**src/rtl/frame_seq.sv**
```systemverilog
module frame_seq #(
  parameter int WORD_W = 32,
  parameter int NSLOT  = 16
) (
  input  logic                    clk,
  input  logic                    rst_n,
  input  logic                    start,
  input  logic [1:0]              mode,
  input  logic                    has_neutral,
  input  logic                    has_reactive,
  input  logic                    frame_pol,
  input  logic [NSLOT*WORD_W-1:0] meas,
  output logic                    sdata,
  output logic                    frame,
  output logic                    done
);
  localparam int BW = $clog2(WORD_W);
  localparam int SW = $clog2(NSLOT);
  localparam logic [SW-1:0] NEUTRAL_SLOT = SW'(6);
  localparam logic [SW-1:0] VAR_FIRST    = SW'(13);
  localparam logic [SW-1:0] POWER_FIRST  = SW'(7);

  logic [WORD_W-1:0] snap [NSLOT];
  logic              busy, neu_l, var_l;
  logic [1:0]        mode_l;
  logic [SW-1:0]     widx, last_w, src;
  logic [BW-1:0]     bidx;
  logic              zero_slot;
  logic [WORD_W-1:0] word;

  always_comb begin
    case (mode_l)
      2'b01:   last_w = SW'(6);
      2'b10:   last_w = SW'(8);
      default: last_w = SW'(NSLOT-1);
    endcase
  end

  assign src       = (mode_l == 2'b10) ? widx + POWER_FIRST : widx;
  assign zero_slot = (src == NEUTRAL_SLOT && !neu_l) || (src >= VAR_FIRST && !var_l);
  assign word      = zero_slot ? '0 : snap[src];
  assign sdata     = busy & word[BW'(WORD_W-1) - bidx];
  assign frame     = frame_pol ? busy : ~busy;

  always_ff @(posedge clk or negedge rst_n) begin
    if (!rst_n) begin
      busy   <= 1'b0;
      done   <= 1'b0;
      widx   <= '0;
      bidx   <= '0;
      mode_l <= 2'b00;
      neu_l  <= 1'b0;
      var_l  <= 1'b0;
    end else begin
      done <= 1'b0;
      if (!busy) begin
        if (start) begin
          busy   <= 1'b1;
          widx   <= '0;
          bidx   <= '0;
          mode_l <= mode;
          neu_l  <= has_neutral;
          var_l  <= has_reactive;
        end
      end else if (bidx == BW'(WORD_W-1)) begin
        bidx <= '0;
        if (widx == last_w) begin
          busy <= 1'b0;
          done <= 1'b1;
        end else begin
          widx <= widx + 1'b1;
        end
      end else begin
        bidx <= bidx + 1'b1;
      end
    end
  end

  for (genvar i = 0; i < NSLOT; i++) begin : g_snap
    always_ff @(posedge clk)
      if (!busy && start) snap[i] <= meas[i*WORD_W +: WORD_W];
  end

  a_r12_done_single: assert property (@(posedge clk) disable iff (!rst_n)
    done |=> !done);
  a_r12_done_after_burst: assert property (@(posedge clk) disable iff (!rst_n)
    done |-> !busy && $past(busy));
  a_r11_start_ignored: assert property (@(posedge clk) disable iff (!rst_n)
    busy && start |=> $stable(mode_l) && $stable(neu_l) && $stable(var_l));
  a_r3_neutral_zero: assert property (@(posedge clk) disable iff (!rst_n)
    busy && src == NEUTRAL_SLOT && !neu_l |-> !sdata);
  a_r4_reactive_zero: assert property (@(posedge clk) disable iff (!rst_n)
    busy && src >= VAR_FIRST && !var_l |-> !sdata);
  a_r1_idle_quiet: assert property (@(posedge clk) disable iff (!rst_n)
    !busy |-> !sdata);
endmodule

```
**config.mk**
```make
export PLATFORM = sky130hd
export DESIGN_NAME = frame_seq
export DESIGN_NICKNAME = d
export VERILOG_FILES = /design/src/rtl/frame_seq.sv
export SDC_FILE = /design/constraint.sdc
export NUM_CORES = 1
export LEC_CHECK = 0
export BUFFER_PORTS_ARGS = -buffer_cell sky130_fd_sc_hd__clkbuf_2
export CAP_MARGIN = 0
export CORE_MARGIN = 4
export CORE_UTILIZATION = 25
export DETAILED_ROUTE_END_ITERATION = 7
export MAX_ROUTING_LAYER = met4
export PLACE_DENSITY = 0.48
export SLEW_MARGIN = 10
export SYNTH_ARGS = -nofsm -noshare
export SYNTH_HDL_FRONTEND = slang
export SYNTH_SLANG_ARGS = --single-unit
```
**constraint.sdc**
```tcl
create_clock -name clk -period 44.4 [get_ports clk]
set_input_delay 4.44 -clock clk [delete_from_list [all_inputs] [get_ports clk]]
set_output_delay 4.44 -clock clk [all_outputs]
set_load 0.01 [all_outputs]
```
==> out/summary.txt <==
status - finished clean
Max Freq - 93.1 MHz
max-slew headroom at the worst pin - 20.5%
total CTS buffers - 60
post_cts resized - 0
synth top area cells - edfxtp_1, mux4_2, mux4_1
worst skew pair latency - 610 ps
period utilization - 24.2%
Starting Density - 25.3%
sequential fraction of the synthesis area - 75.8%
Mapped Nets - 1557
Core Area - 82200 sq um
area occupied by multi-input gates - 4660 sq um
Total GRT Usage - 15.4%
Nets - 2113
CP startpoint kind - flip-flop
Chip Height - 296 um
clock skew - 15.1 ps
Area Growth Syn to Fin - 27.2%
critical path cell sequence - inv_1 > ha_1 > nand2b_1 > o21ai_4 > buf_4 > buf_4 > mux4_2 > mux4_2 > nor2b_1 > nor4_1 > a311oi_1 > o31ai_1 > o31ai_1 > clkbuf_2
initial antenna violation count - 17
CTS H-Tree Depth - 2
remaining antenna violation count after routing - 0
CP Buf/Inv Count - 4
final setup violation count - 0
gr ovfl total - 0
DRC Markers - 0
critical path class - reg -> out
Starting DRT DRC Count - 716
vias after detailed routing - 12000
xor/xnor share of the synthesized area - 0.716%
hold depth - 1
Synth Instances - 1030
synthesized cell area - 20800 sq um
vias in the first global route - 13200
placed insts - 2594
worst slew pin tran - 1190 ps
# port buffers - 522
Hold Slack - 519 ps
clock buffer depth - 3
Post-CTS Setup Bufs - 0
clk slew on worst S/H paths - 60 ps
finished layout cell area - 26400 sq um
Leak - 9.61 nW
Fin. Hold Viols - 0
#FFs+latches synth - 527
Reg2Reg Depth - 4
proportion of synthesized area in mux cells - 13.5%
die area - 87800 sq um
RSZ-0062 raised after global routing - false
Crit. End Element - output pin
worst slack, placed - 34280 ps
FF/Latch Area - 15800 sq um
TritonCTS clock tree - built
EDFF count, synth - 512
# IOs - 523
area leader, netlist - edfxtp_1
largest net degree at the start of global routing - 195
proportion of layout cells with a drive suffix above 1 - 45.5%
Power Density - 56.3 nW/um^2
HP Class - reg -> reg
DR vias/cell - 4.43
post-synthesis compound-gate area fraction - 3.45%
Post-Synth Simple-Gate Area - 3.85%
Filler cells - 8058
pins over their slew limit - 0
Netlist cell types - 53
WP depth - 14
CP top delay family - buffers and inverters
Synth warnings - 0
final worst setup slack - 33660 ps
most common cell after layout, fill and taps aside - clkbuf_2
HPWL after DPL - 50.2 mm
routed length per placed instance - 25.0 um
Num Clock Sinks - 527
crit-path max cell delay - 660 ps
Overall Power - 1.49 mW
adder-cell share of the synthesized area - 0.421%
worst path required time - 39960 ps
most frequent cells in the layout - clkbuf_2, edfxtp_1, nand2_1
CTS Hold Bufs - 0
Async S/R FF share, synth - 2.85%
non-filler cells, final - 2718
Placer Congestion - 0.796
root buffer cell - clkbuf_16
peak supply drop - 0.0407 mV
WL final - 67.9 mm
placed standard-cell area - 24600 sq um
minimum clock period - 10740 ps
die width - 296 um
Top FF cell, synth - edfxtp_1
Worst Path Max Fanout - 42
final core utilization - 32.1%
syn avg cell area - 20.2 sq um
Yosys top cell area share - 74.0%
number of max-cap violations - 0
Setup TNS - 0 ps
Worst EP arrival - 6300 ps
DR pass1 iterations - 5
slowest CP cell - dfrtp_1
# rows - 105
first-pass GRT wire length - 92.9 mm
main combinational cell family by area after synthesis - multiplexers
-- final cells by class --
| class | instances | area share [%] |
|---|---|---|
| diodes | 17 | 0.161 |
| clock inverters | 41 | 1.05 |
| repair buffers | 546 | 10.6 |
| inverters | 11 | 0.156 |
| multi-input cells | 440 | 17.6 |
| well taps | 1070 | 5.06 |
| flip-flops and latches | 527 | 59.6 |
| clock buffers | 66 | 5.77 |
-- power breakdown --
group / internal (mW) / total (mW) / switching (mW)
Sequential: 0.554 / 0.568 / 0.0139
Combinational: 0.183 / 0.461 / 0.278
Clock: 0.258 / 0.459 / 0.202
-- routing by layer --
layer  GRT usage (%)  share of wire, %
met1            18.4                40
met2            25.6                50
met3            4.38               7.8
met4            4.26               2.4
met5               -                 0
-- path summary, 6_finish.rpt --
kind | from | end | slack (ps)
max in group asynchronous | rst_n | widx[3]$_DFFE_PN0P_ | 40280
hold reg to reg | var_l$_DFFE_PN0P_ | var_l$_DFFE_PN0P_ | 520
min in group asynchronous | rst_n | neu_l$_DFFE_PN0P_ | 3770
hold / removal | var_l$_DFFE_PN0P_ | var_l$_DFFE_PN0P_ | 520
setup / recovery | widx[0]$_DFFE_PN0P_ | sdata | 33660
setup reg to reg | busy$_DFF_PN0_ | snap[3][8]$_DFFE_PP_ | 39670
-- state kept, by name, summed over array words and instances, names as in the netlist --
register / cells
bidx: 5
busy: 1
done: 1
mode_l: 2
neu_l: 1
snap: 512
var_l: 1
widx: 4
-- cell usage after synthesis, drive strengths merged, types with 2 or more instances --
cell type,instances
buf,39
xor2,6
a32oi,3
nor3,3
o211ai,6
o31ai,6
o2111ai,15
nor2,13
nand4,11
mux2i,15
o22ai,6
nand3,39
a221oi,2
a21oi,17
dfrtp,15
a22oi,15
ha,7
edfxtp,512
mux2,4
o21ai,13
mux4,113
inv,11
a211oi,2
nand2,116
xnor2,8
a31oi,3
clkbuf,13
a311oi,3
nor4,2
o32ai,2
-- kinds of logic (layout without fill, tap and decap cells) --
| logic type | count (synthesis) | count (layout) |
|---|---|---|
| compound gates | 99 | 99 |
| other cells | 0 | 17 |
| simple gates | 188 | 188 |
| fa+ha+maj | 7 | 7 |
| xor+xnor | 14 | 14 |
| mux | 132 | 132 |
| flops | 527 | 527 |
| buf+inv | 63 | 664 |
(Power assumes the default switching activity.)
